### config.mk
export PLATFORM = sky130hd
export DESIGN_NAME = pt_walker
export DESIGN_NICKNAME = d
export VERILOG_FILES = /design/src/rtl/pt_walk_pkg.sv /design/src/rtl/pt_walk_agen.sv /design/src/rtl/pt_walk_leaf.sv /design/src/rtl/pt_walker.sv
export SDC_FILE = /design/constraint.sdc
export NUM_CORES = 1
export LEC_CHECK = 0
export BUFFER_PORTS_ARGS = -buffer_cell sky130_fd_sc_hd__buf_2
export CAP_MARGIN = 10
export CORE_MARGIN = 2
export CORE_UTILIZATION = 45
export DETAILED_ROUTE_END_ITERATION = 10
export MAX_ROUTING_LAYER = met4
export PLACE_DENSITY = 0.77
export SYNTH_ARGS = -nofsm -noshare
export SYNTH_HDL_FRONTEND = slang
export SYNTH_HIERARCHICAL = 1
export SYNTH_SLANG_ARGS = --single-unit
### constraint.sdc
create_clock -name clk -period 5.4 [get_ports clk]
set_clock_uncertainty 0.2 [all_clocks]
set_input_delay 1.08 -clock clk [delete_from_list [all_inputs] [get_ports clk]]
set_output_delay 1.08 -clock clk [all_outputs]
set_load 0.05 [all_outputs]
### src/rtl/pt_walk_pkg.sv
// Shared types and constants for the page table walker.
// Assumes 32-bit entries with type in bits 1:0, referenced in bit 5, modified in bit 6.
package pt_walk_pkg;

    typedef enum logic [2:0] {
        ST_IDLE,
        ST_FETCH_CTX,
        ST_FETCH_L1,
        ST_FETCH_L2,
        ST_FETCH_L3,
        ST_UPDATE,
        ST_DONE
    } walk_state_e;

    localparam logic [1:0] ET_INVALID = 2'd0;
    localparam logic [1:0] ET_TABLE   = 2'd1;
    localparam logic [1:0] ET_PAGE    = 2'd2;
    localparam logic [1:0] ET_RSVD    = 2'd3;

    localparam int REF_BIT = 5;
    localparam int MOD_BIT = 6;
    localparam int FRAME_LSB = 8;

    localparam logic [2:0] FT_NONE    = 3'd0;
    localparam logic [2:0] FT_INVALID = 3'd1;
    localparam logic [2:0] FT_XLATE   = 3'd4;

endpackage

### src/rtl/pt_walk_agen.sv
// Entry address generator: context slot address at level 0, otherwise the
// child-table pointer of a descriptor plus the scaled index for that level.
// Assumes the level-3 index starts at bit PAGE_SHIFT with 6-bit level-2/3 indices.
module pt_walk_agen #(
    parameter int VA_W       = 32,
    parameter int ENT_W      = 32,
    parameter int CTX_W      = 8,
    parameter int PAGE_SHIFT = 12,
    parameter int IDX_W      = 6
) (
    input  logic [1:0]         lvl,
    input  logic [VA_W-1:0]    vaddr,
    input  logic [ENT_W-1:0]   ctx_ptr,
    input  logic [CTX_W-1:0]   ctx_num,
    input  logic [ENT_W-3:0]   parent_ptr,
    output logic [ENT_W+3:0]   addr
);
    localparam int PA_W   = ENT_W + 4;
    localparam int L3_LSB = PAGE_SHIFT;
    localparam int L2_LSB = L3_LSB + IDX_W;
    localparam int L1_LSB = L2_LSB + IDX_W;
    localparam int L1_W   = VA_W - L1_LSB;

    logic [PA_W-1:0] table_base;

    // Pick the address of the next entry to read for the requested level.
    always_comb begin
        table_base = PA_W'({parent_ptr, 2'b00}) << 4;
        case (lvl)
            2'd0:    addr = (PA_W'(ctx_ptr) << 4) + (PA_W'(ctx_num) << 4);
            2'd1:    addr = table_base + PA_W'({vaddr[L1_LSB +: L1_W], 2'b00});
            2'd2:    addr = table_base + PA_W'({vaddr[L2_LSB +: IDX_W], 2'b00});
            default: addr = table_base + PA_W'({vaddr[L3_LSB +: IDX_W], 2'b00});
        endcase
    end

endmodule

### src/rtl/pt_walk_leaf.sv
// Leaf resolver: forms the physical address for a page entry found at a given
// level and computes the entry with referenced/modified flags applied.
// Assumes the frame field sits at bits ENT_W-1:8 and is scaled by 16.
module pt_walk_leaf #(
    parameter int VA_W       = 32,
    parameter int ENT_W      = 32,
    parameter int PAGE_SHIFT = 12,
    parameter int IDX_W      = 6
) (
    input  logic [1:0]         lvl,
    input  logic [VA_W-1:0]    vaddr,
    input  logic [ENT_W-1:0]   entry,
    input  logic               is_write,
    output logic [ENT_W+3:0]   paddr,
    output logic [ENT_W-1:0]   upd_entry,
    output logic               need_wb
);
    import pt_walk_pkg::*;

    localparam int PA_W   = ENT_W + 4;
    localparam int L3_LSB = PAGE_SHIFT;
    localparam int L2_LSB = L3_LSB + IDX_W;
    localparam int L1_LSB = L2_LSB + IDX_W;

    logic [PA_W-1:0] frame;
    logic [PA_W-1:0] offset;

    // Select the in-page offset by mapping size and add it to the frame.
    always_comb begin
        frame = PA_W'({entry[ENT_W-1:FRAME_LSB], {FRAME_LSB{1'b0}}}) << 4;
        case (lvl)
            2'd1:    offset = PA_W'(vaddr[L1_LSB-1:0]);
            2'd2:    offset = PA_W'(vaddr[L2_LSB-1:0]);
            default: offset = PA_W'(vaddr[L3_LSB-1:0]);
        endcase
        paddr = frame + offset;
    end

    // Apply the usage flags and flag a write-back only if something changed.
    always_comb begin
        upd_entry = entry | (ENT_W'(1) << REF_BIT);
        if (is_write) begin
            upd_entry = upd_entry | (ENT_W'(1) << MOD_BIT);
        end
        need_wb = (upd_entry != entry);
    end

endmodule

### src/rtl/pt_walker.sv
// Page table walker top: one walk at a time through context entry and up to
// three table levels, with conditional flag write-back and a done pulse.
// Assumes memory answers each read with one mem_rsp_valid cycle after the
// request was accepted; writes complete on acceptance.
module pt_walker #(
    parameter int VA_W  = 32,
    parameter int ENT_W = 32,
    parameter int CTX_W = 8
) (
    input  logic               clk,
    input  logic               rst_n,
    input  logic               mmu_enable,
    input  logic [ENT_W-1:0]   ctx_table_ptr,
    input  logic [CTX_W-1:0]   ctx_number,
    input  logic               req_valid,
    output logic               req_ready,
    input  logic [VA_W-1:0]    req_vaddr,
    input  logic               req_write,
    output logic               mem_req_valid,
    input  logic               mem_req_ready,
    output logic               mem_req_write,
    output logic [ENT_W+3:0]   mem_req_addr,
    output logic [ENT_W-1:0]   mem_req_wdata,
    input  logic               mem_rsp_valid,
    input  logic [ENT_W-1:0]   mem_rsp_rdata,
    output logic               done,
    output logic [ENT_W+3:0]   done_paddr,
    output logic [ENT_W-1:0]   done_entry,
    output logic [1:0]         done_level,
    output logic               done_bypass,
    output logic               done_fault,
    output logic [2:0]         done_fault_type
);
    import pt_walk_pkg::*;

    localparam int PA_W = ENT_W + 4;

    walk_state_e       state_q;
    logic              pending_q;
    logic [VA_W-1:0]   vaddr_q;
    logic              write_q;
    logic [PA_W-1:0]   addr_q;
    logic [ENT_W-1:0]  entry_q;
    logic [PA_W-1:0]   paddr_q;
    logic [1:0]        level_q;
    logic              bypass_q;
    logic              fault_q;
    logic [2:0]        ftype_q;

    logic [1:0]        cur_lvl;
    logic [1:0]        gen_lvl;
    logic              fetching;
    logic              rsp_take;
    logic [PA_W-1:0]   gen_addr;
    logic [PA_W-1:0]   leaf_paddr;
    logic [ENT_W-1:0]  leaf_entry;
    logic              leaf_wb;
    logic [1:0]        rsp_type;
    walk_state_e       deeper_state;

    // Map the fetch state to its table level and to the level that follows.
    always_comb begin
        case (state_q)
            ST_FETCH_L1: begin cur_lvl = 2'd1; gen_lvl = 2'd2; deeper_state = ST_FETCH_L2; end
            ST_FETCH_L2: begin cur_lvl = 2'd2; gen_lvl = 2'd3; deeper_state = ST_FETCH_L3; end
            ST_FETCH_L3: begin cur_lvl = 2'd3; gen_lvl = 2'd3; deeper_state = ST_DONE;     end
            ST_FETCH_CTX: begin cur_lvl = 2'd0; gen_lvl = 2'd1; deeper_state = ST_FETCH_L1; end
            default:     begin cur_lvl = 2'd0; gen_lvl = 2'd0; deeper_state = ST_DONE;     end
        endcase
    end

    // Flags for the read phases and the response hand-off.
    always_comb begin
        fetching = (state_q == ST_FETCH_CTX) || (state_q == ST_FETCH_L1) ||
                   (state_q == ST_FETCH_L2)  || (state_q == ST_FETCH_L3);
        rsp_take = fetching && pending_q && mem_rsp_valid;
        rsp_type = mem_rsp_rdata[1:0];
    end

    pt_walk_agen #(
        .VA_W  (VA_W),
        .ENT_W (ENT_W),
        .CTX_W (CTX_W)
    ) u_agen (
        .lvl        (gen_lvl),
        .vaddr      ((state_q == ST_IDLE) ? req_vaddr : vaddr_q),
        .ctx_ptr    (ctx_table_ptr),
        .ctx_num    (ctx_number),
        .parent_ptr (mem_rsp_rdata[ENT_W-1:2]),
        .addr       (gen_addr)
    );

    pt_walk_leaf #(
        .VA_W  (VA_W),
        .ENT_W (ENT_W)
    ) u_leaf (
        .lvl       (cur_lvl),
        .vaddr     (vaddr_q),
        .entry     (mem_rsp_rdata),
        .is_write  (write_q),
        .paddr     (leaf_paddr),
        .upd_entry (leaf_entry),
        .need_wb   (leaf_wb)
    );

    // Walk sequencer: accept, fetch level by level, update, report.
    always_ff @(posedge clk) begin
        if (!rst_n) begin
            state_q   <= ST_IDLE;
            pending_q <= 1'b0;
            vaddr_q   <= '0;
            write_q   <= 1'b0;
            addr_q    <= '0;
            entry_q   <= '0;
            paddr_q   <= '0;
            level_q   <= 2'd0;
            bypass_q  <= 1'b0;
            fault_q   <= 1'b0;
            ftype_q   <= FT_NONE;
        end else begin
            case (state_q)
                ST_IDLE: begin
                    if (req_valid) begin
                        vaddr_q  <= req_vaddr;
                        write_q  <= req_write;
                        fault_q  <= 1'b0;
                        ftype_q  <= FT_NONE;
                        level_q  <= 2'd0;
                        entry_q  <= '0;
                        if (!mmu_enable) begin
                            bypass_q <= 1'b1;
                            paddr_q  <= PA_W'(req_vaddr);
                            state_q  <= ST_DONE;
                        end else begin
                            bypass_q <= 1'b0;
                            paddr_q  <= '0;
                            addr_q   <= gen_addr;
                            state_q  <= ST_FETCH_CTX;
                        end
                    end
                end
                ST_FETCH_CTX, ST_FETCH_L1, ST_FETCH_L2, ST_FETCH_L3: begin
                    if (!pending_q) begin
                        if (mem_req_ready) begin
                            pending_q <= 1'b1;
                        end
                    end else if (rsp_take) begin
                        pending_q <= 1'b0;
                        level_q   <= cur_lvl;
                        if ((rsp_type == ET_TABLE) && (state_q != ST_FETCH_L3)) begin
                            addr_q  <= gen_addr;
                            state_q <= deeper_state;
                        end else if ((rsp_type == ET_PAGE) && (state_q != ST_FETCH_CTX)) begin
                            entry_q <= leaf_entry;
                            paddr_q <= leaf_paddr;
                            state_q <= leaf_wb ? ST_UPDATE : ST_DONE;
                        end else begin
                            entry_q <= mem_rsp_rdata;
                            fault_q <= 1'b1;
                            ftype_q <= (rsp_type == ET_INVALID) ? FT_INVALID : FT_XLATE;
                            state_q <= ST_DONE;
                        end
                    end
                end
                ST_UPDATE: begin
                    if (mem_req_ready) begin
                        state_q <= ST_DONE;
                    end
                end
                default: begin
                    state_q <= ST_IDLE;
                end
            endcase
        end
    end

    // Drive the memory channel and the result interface from registered state.
    always_comb begin
        req_ready       = (state_q == ST_IDLE);
        mem_req_valid   = (fetching && !pending_q) || (state_q == ST_UPDATE);
        mem_req_write   = (state_q == ST_UPDATE);
        mem_req_addr    = addr_q;
        mem_req_wdata   = entry_q;
        done            = (state_q == ST_DONE);
        done_paddr      = paddr_q;
        done_entry      = entry_q;
        done_level      = level_q;
        done_bypass     = bypass_q;
        done_fault      = fault_q;
        done_fault_type = ftype_q;
    end

endmodule

# After elaboration in Yosys (flattened, before gate mapping)
# Cells that the tools add are included.
[totals]
output_inout_bits = 147
elab_cells = 119
reg_bits = 148
inputBits = 111
[op_classes]
eq_ne = 24
n_mux = 56
reduce_logical = 23
addsub = 5
[ops]
columns = ["op", "count"]
rows = [
  ["$mux 36", 10],
  ["$mux 32", 6],
  ["$pmux 36 s2", 2],
  ["$pmux 36 s3", 1],
  ["$add 36x8->36", 2],
  ["$pmux 32 s2", 1],
  ["$pmux 24 s2", 1],
  ["$add 36x10->36", 1],
  ["$add 36x12->36", 1],
  ["$add 36x24->36", 1],
  ["$mux 3", 12],
  ["$ne 32x32->1", 1],
  ["$ne 2x2->1 const B", 9],
  ["$pmux 3 s3", 2],
  ["$reduce_and 6->1", 3],
  ["$mux 7", 2],
  ["$pmux 2 s3", 2],
  ["$mux 2", 5],
  ["$eq 3x3->1 const B", 3],
  ["$mux 1", 9],
  ["$reduce_and 4->1", 2],
  ["$eq 2x1->1 const B", 3],
  ["$eq 2x2->1 const B", 3],
  ["$eq 3x2->1 const B", 2],
  ["16 further kinds", 24],
]

# Depth between registers and ports, before layout
# Gate-level depths: netlist of run 1.
[logic_depth]
ltp_word = 10
ltp_mapped = 19
depth_no_buf = 18

# Modules after synthesis
# Netlist of run 1, hierarchy kept.
[by_module_without_submodules]
columns = ["module", "area_each_um2", "seq_area_each_um2", "n_inst", "cells_per_inst"]
rows = [
  ["pt_walker", 6860.3, 2942.8, 1, 816],
  ["pt_walk_agen", 2033.2, 0.0, 1, 290],
  ["pt_walk_leaf", 1381.3, 0.0, 1, 193],
]

# Least setup slack after synthesis of run 1
# Ideal clock, no wire load.
[synth_path]
path_kind = "reg2reg"
start = "reg state_q[2]"
end = "reg addr_q[26], in the netlist mem_req_addr[26]"
setup_ns = 0.074
setup_slack_ns = 1.153
required_time_ns = 5.126
path_buffers = 2
arrival_time_ns = 3.973
period_less_slack_ns = 4.247
stages_incl_launch_ff = 18
path_cell_list = "dfxtp_1 -> buf_2 -> or3_4 -> inv_2 -> buf_1 -> mux2_2 -> a22oi_1 -> a21oi_1 -> ha_1 -> inv_1 -> fa_1 -> nand2b_1 -> a211oi_1 -> nand4_1 -> xor2_1 -> o211ai_1 -> nand3_1 -> o21ai_0"
[synth_between]
word_cells_on_any_way = 36
classes_between = "add/sub (3); eq/ne (12); mux (9); reduce/logical (12)"
[synth_lines]
columns = ["item", "line_no", "rtl"]
rows = [
  ["start: declaration", "pt_walker.sv:38", "walk_state_e state_q;"],
  ["start signal: assignment", "pt_walker.sv:152", "state_q <= deeper_state;"],
  ["start signal: assignment", "pt_walker.sv:156", "state_q <= leaf_wb ? ST_UPDATE : ST_DONE;"],
  ["$logic_not 3->1 (*)", "--", ""],
  ["named net req_ready", "pt_walker.sv:16", "output logic req_ready,"],
  ["$mux 32 (*)", "pt_walker.sv:86", ".vaddr ((state_q == ST_IDLE) ? req_vaddr : vaddr_q),"],
  ["$add 36x8->36 (tied with other cells)", "pt_walk_agen.sv:33", "default: addr = table_base + PA_W'({vaddr[L3_LSB +: IDX_W], 2'b00});"],
  ["$pmux 36 s3 (*)", "pt_walk_agen.sv:29", "case (lvl)"],
  ["named net gen_addr[26]", "pt_walker.sv:54", "logic [PA_W-1:0] gen_addr;"],
  ["$mux 36", "pt_walker.sv:150", "if ((rsp_type == ET_TABLE) && (state_q != ST_FETCH_L3)) begin"],
  ["$mux 36", "pt_walker.sv:147", "end else if (rsp_take) begin"],
  ["$mux 36", "pt_walker.sv:143", "if (!pending_q) begin"],
  ["$pmux 36 s2 (*)", "pt_walker.sv:121", "case (state_q)"],
  ["end signal: assignment", "pt_walker.sv:137", "addr_q <= gen_addr;"],
  ["end signal: assignment", "pt_walker.sv:151", "addr_q <= gen_addr;"],
  ["end: declaration", "pt_walker.sv:42", "logic [PA_W-1:0] addr_q;"],
]
# The timed path passes the listed nets; every way through them passes the cells marked *. The select of a mux whose other input is x is not followed.
# A chain may end at the register's enable or synchronous reset.

# Final worst setup path of run 1
[layout_path]
start = "reg state_q[2]"
end = "reg addr_q[24], in the netlist mem_req_addr[24]"
[layout_between]
elab_chain_len = 9
word_cells_on_any_way = 36
classes_between = "add/sub (3); eq/ne (12); mux (9); reduce/logical (12)"
[layout_rtl]
columns = ["item", "line_no", "rtl"]
rows = [
  ["$eq 3x2->1 / $eq 3x3->1 (equally long branches)", "pt_walker.sv:63", "case (state_q)"],
  ["$reduce_or 2->1 (no source line)", "--", ""],
  ["$pmux 2 s3 (*)", "pt_walker.sv:63", ""],
  ["named net gen_lvl[0]", "pt_walker.sv:51", "logic [1:0] gen_lvl;"],
  ["$eq 2x2->1 (tied with other cells)", "pt_walk_agen.sv:29", ""],
  ["$pmux 36 s3 (*)", "pt_walk_agen.sv:29", ""],
  ["named net gen_addr[24]", "pt_walker.sv:54", ""],
  ["$mux 36", "pt_walker.sv:150", ""],
  ["$mux 36", "pt_walker.sv:147", ""],
  ["$mux 36", "pt_walker.sv:143", ""],
  ["$pmux 36 s2 (*)", "pt_walker.sv:121", ""],
]
# Marked as above.

==> results of run 1 <==
power by group:
part           leakage (uW)  switching, uW  internal, uW  total (uW)
combinational       0.00380           3510          1310        4820
clock              0.000294            501           755        1260
sequential          0.00120            248          1460        1710
area by class of cell:
type / count / area (um^2)
multi-input cells: 911 / 6000
diodes: 1 / 2.50
flip-flops and latches: 147 / 2940
fillers: 2062 / 10500
repair buffers: 266 / 1370
clock buffers: 21 / 460
clock inverters: 11 / 150
inverters: 58 / 218
well taps: 280 / 350
sequential cells by signal (all words and copies together) (netlist names):
name / count
state_q: 3
pending_q: 1
done_entry: 32
done_fault_type: 2
vaddr_q: 32
write_q: 1
done_fault: 1
done_level: 2
done_bypass: 1
mem_req_addr: 36
done_paddr: 36
layer usage:
layer  GRT usage  share of wire  vias to the layer above
met5           -              0                        -
met4      0.0828          0.022                        0
met3      0.0679          0.082                       43
met2       0.417           0.46                      403
met1       0.333           0.44                     4533
li1            -              -                     4783
per-stage QoR:
stage / instances / hold slack, ps
finish: 1695 / 253
global route: 1695 / 276
CTS: 1694 / 258
detailed placement: 1662 / 249
global placement: 1662 / 241
floorplan: 1288 / 241
placed cells by master (no fill, tap or decap), types with 7 or more instances in the layout:
| cell | instances |
|---|---|
| nand4_1 | 29 |
| ha_1 | 31 |
| buf_4 | 10 |
| a221oi_1 | 31 |
| o311ai_1 | 31 |
| a21oi_1 | 25 |
| dfxtp_1 | 147 |
| a21boi_0 | 35 |
| a21o_1 | 9 |
| o211ai_1 | 21 |
| nor3_1 | 11 |
| o22ai_1 | 25 |
| nand2_1 | 178 |
| nand3_1 | 61 |
| o21ai_0 | 91 |
| and4_1 | 8 |
| or4_1 | 7 |
| mux2_2 | 21 |
| nor2_1 | 64 |
| and3_1 | 9 |
| buf_2 | 255 |
| clkbuf_16 | 17 |
| o211a_1 | 33 |
| a211oi_1 | 15 |
| xnor2_1 | 23 |
| xor2_1 | 47 |
| inv_1 | 57 |
| and2_1 | 19 |
worst paths after layout:
| path | startpoint | endpoint | cells past startpoint |
|---|---|---|---|
| setup / recovery | state_q[2] | mem_req_addr[24] | 16 |
| hold / removal | mem_req_addr[4] | mem_req_addr[4] | 2 |
| setup reg to reg | state_q[2] | mem_req_addr[24] | 16 |
| hold reg to reg | mem_req_addr[4] | mem_req_addr[4] | 2 |
worst max-delay path: cells and delay by family (launching register included):
family / cells / cell delay, ps
buffers and inverters: 2 / 190
and+or+nand+nor: 5 / 1160
xor gates and xnor gates: 1 / 190
AOI/OAI and AO/OA: 5 / 1390
adders and majority gates: 3 / 950
DFF: 1 / 680
==> metrics.txt, run 1 <==
run status=complete, no violations; Util after Layout=0.524; worst skew pair latency=430 ps; Max Cap Viol=0; Final Hold Fails=0; Final Max Slew Viols=0; crit-path cells=or3b_2 > o21ai_0 > inv_1 > ha_1 > nor2_1 > a21oi_1 > ha_1 > inv_1 > fa_1 > nand2b_1 > a211oi_1 > nand3_1 > xor2_1 > o211ai_1 > nand3_1 > o21ai_0; synthesized area per cell=7.88 um^2; Avg WL per Cell=18.2 um; WP data required=5560 ps; CP max-delay cell=dfxtp_1; GR Overflow Total=0; shortest period the worst path allows=4830 ps; TritonRoute pass-1 iters=6; Mapped Cells=1287; port bufs=256; vias in the first global route=9091; Total Wirelength=30.9 mm; DRC=0; pin count of the biggest net entering global routing=112; CTS Sinks=147; Initial Utilization=0.462; CP max FO=17; Top Ports=258; cts repair resizes=0; Yosys warning total=6; H-tree depth=4; fraction of layout instances using a drive strength above 1=0.242; Power Density=677 mW/mm^2; RSZ-0062 raised after global routing=false; crit share post-route=0.894; FF-to-FF setup slack=570 ps; Setup CP Type=flip-flop to flip-flop; Setup TNS=0 ps; GR Util All Layers=0.265; hold buffers post-CTS=0; first-pass GRT wire length=49.0 mm; peak supply drop=0.000401 V; TritonCTS clock tree=done; final setup margin=571 ps; CP startpoint kind=flip-flop; Final ANT Viol Nets=0; Die X=154 um; full die area=0.0237 mm^2; Inserted Clock Buffers=17; crit-path max cell delay=680 ps; placed cell area=0.0109 mm^2; CP arrival=4980 ps; # rows=54; drt first-iter violations=829; nets=1546; vias after detailed routing=9762; Slew HR=0.228; Fmax=0.207 GHz; crit end category=flip-flop; Core Area=0.0220 mm^2; Final Wtd Congestion=0.950; Final setup viols=0; initial antenna violation count=1; P&R area growth vs syn=13.4%; hpwl dp=22.2 mm; Post-CTS Setup Bufs=0; mapped cell area=0.0101 mm^2; Hold Crit Class=flip-flop to flip-flop; design area=0.0115 mm^2; Leakage=0.00529 uW; worst slack, placed=696 ps; maximum clock insertion buffer count=2; via/cell ratio=5.76; Root Driver=clkbuf_16; Design Power=7780 uW; Worst-Margin Slew=1160 ps; CTS clk-pin slew, worst paths=60 ps; height of the die=154 um
No activity file was read; power rests on OpenSTA's default activity.
==> run 2: changes to the inputs <==
- PLACE_DENSITY: 0.77 -> 0.69
==> run 2 against run 1 <==
First-iteration DRC count up 13%. Clock power about the same. Die area unchanged. Fmax down 0.30%. Global-route usage down 0.56 points. Final area about the same.
==> metrics.txt, run 2 (synthesis gave the netlist of run 1 again) <==
run status=complete, no violations; GR Util All Layers=0.259; CP max FO=17; final cell count without fillers=1696; Worst-Margin Slew=1240 ps; peak supply drop=0.000448 V; GR Overflow Total=0; Core Area=0.0220 mm^2; R2R Path End=mem_req_addr[24]; crit share post-route=0.897; Reg-to-Reg Start=state_q[2]; WP buf/inv=2; Initial Utilization=0.462; Final setup viols=0; Avg WL per Cell=18.3 um; placed cell area=0.0109 mm^2; P&R area growth vs syn=13.5%; FF-to-FF setup slack=560 ps; Root Driver=clkbuf_16; Setup TNS=0 ps; CP max-delay cell=dfxtp_1; DRC=0; vias in the first global route=8869; Total Wirelength=31.0 mm; H-tree depth=4; crit path to=mem_req_addr[24]; initial antenna violation count=1; CTS Sinks=147; fraction of layout instances using a drive strength above 1=0.244; worst slack, placed=699 ps; Die X=154 um; cts repair resizes=0; most frequent cells in the layout=255 x buf_2, 178 x nand2_1, 147 x dfxtp_1; via/cell ratio=5.78; height of the die=154 um; hold buffers post-CTS=0; Setup CP Type=flip-flop to flip-flop; hpwl dp=22.1 mm; WP data required=5530 ps; worst skew pair latency=430 ps; TritonCTS clock tree=done; Top Ports=258; CTS clk-pin slew, worst paths=70 ps; port bufs=256; final setup margin=556 ps; Max Cap Viol=0; Hold Crit Class=flip-flop to flip-flop; CP arrival=4970 ps; RSZ-0062 raised after global routing=false; drt first-iter violations=936; Final ANT Viol Nets=0; Final Max Slew Viols=0; Critical path origin=state_q[2]; full die area=0.0237 mm^2; # rows=54; pin count of the biggest net entering global routing=113; Final Wtd Congestion=0.895; Final Hold Fails=0; crit-path cells=or3b_2 > o21ai_0 > inv_1 > ha_1 > nor2_1 > a21oi_1 > ha_1 > inv_1 > fa_1 > nand2b_1 > a211oi_1 > nand3_1 > xor2_1 > o211ai_1 > nand3_1 > o21ai_0; CP startpoint kind=flip-flop; Post-CTS Setup Bufs=0; TritonRoute pass-1 iters=5; shortest period the worst path allows=4840 ps; design area=0.0115 mm^2; WHS Path Cells=2; nets=1547; Util after Layout=0.524; maximum clock insertion buffer count=2; Slew HR=0.171; Largest delay share family, worst path=compound AO/OA/AOI/OAI gates; first-pass GRT wire length=48.1 mm; crit end category=flip-flop; Power Density=679 mW/mm^2; crit-path max cell delay=670 ps; vias after detailed routing=9796; most common cell after layout, fill and taps aside=buf_2; Fmax=0.206 GHz; Leakage=0.00530 uW; Stages on worst setup path=16; Worst Reg2Reg Path Length in Cells=16; Inserted Clock Buffers=17; placed insts=1663
-- run 2: cell types whose count changed in the layout (fill, tap and decap cells not counted), sizes merged --
| cell | previous run | this run |
|---|---|---|
| inv | 60 | 67 |
| clkbuf | 21 | 17 |
| clkinv | 4 | 2 |
| bufinv | 3 | 2 |
| buf | 266 | 267 |
-- run 2: layout make-up --
type / instances / area, um^2
Sequential cell: 147 / 2940
Antenna cell: 1 / 2.50
Clock inverter: 15 / 185
Tap cell: 280 / 350
Multi-Input combinational cell: 911 / 6000
Clock buffer: 17 / 425
Timing Repair Buffer: 267 / 1380
Inverter: 58 / 218
Fill cell: 2138 / 10500
-- run 2: worst min-delay path by stage --
| stage | startpoint | end | slack [ps] |
|---|---|---|---|
| 2_1_floorplan | vaddr_q[31] | vaddr_q[31] | 240 |
| 3_3_place_gp | mem_req_addr[29] | mem_req_addr[29] | 240 |
| 3_5_place_dp | mem_req_addr[29] | mem_req_addr[29] | 250 |
| 4_1_cts | done_paddr[35] | done_paddr[35] | 260 |
| 5_1_grt | mem_req_addr[33] | mem_req_addr[33] | 270 |
| 6_report | mem_req_addr[3] | mem_req_addr[3] | 250 |
-- run 2: worst reg2reg max path, stage by stage, from the launching register on --
cell and delay [ps]:
dfxtp_1 670, or3b_2 620, o21ai_0 250, inv_1 160
ha_1 370, nor2_1 60, a21oi_1 200, ha_1 210
inv_1 50, fa_1 390, nand2b_1 200, a211oi_1 640
nand3_1 180, xor2_1 170, o211ai_1 170, nand3_1 80
o21ai_0 130
-- run 2: layer usage --
metal | up-vias | wire [um] | global-route usage
met1 | 4546 | 13500 | 0.331
li1 | 4795 | - | -
met4 | 0 | 917 | 0.0957
met2 | 409 | 13900 | 0.398
met3 | 46 | 2630 | 0.0623
met5 | - | 0 | -
-- run 2: stage by stage --
stage / power, uW / hold slack (ps)
after detailed placement: 6540 / 247
final: 7810 / 254
after CTS: 7800 / 258
after global routing: 8240 / 270
after floorplan: 5580 / 241
after global placement: 6490 / 241
-- run 2: where the power goes --
group	total, uW	internal, uW	switching [uW]	leakage, uW
combinational	4850	1320	3530	0.00380
clock	1250	704	542	0.000296
sequential	1710	1460	252	0.00120
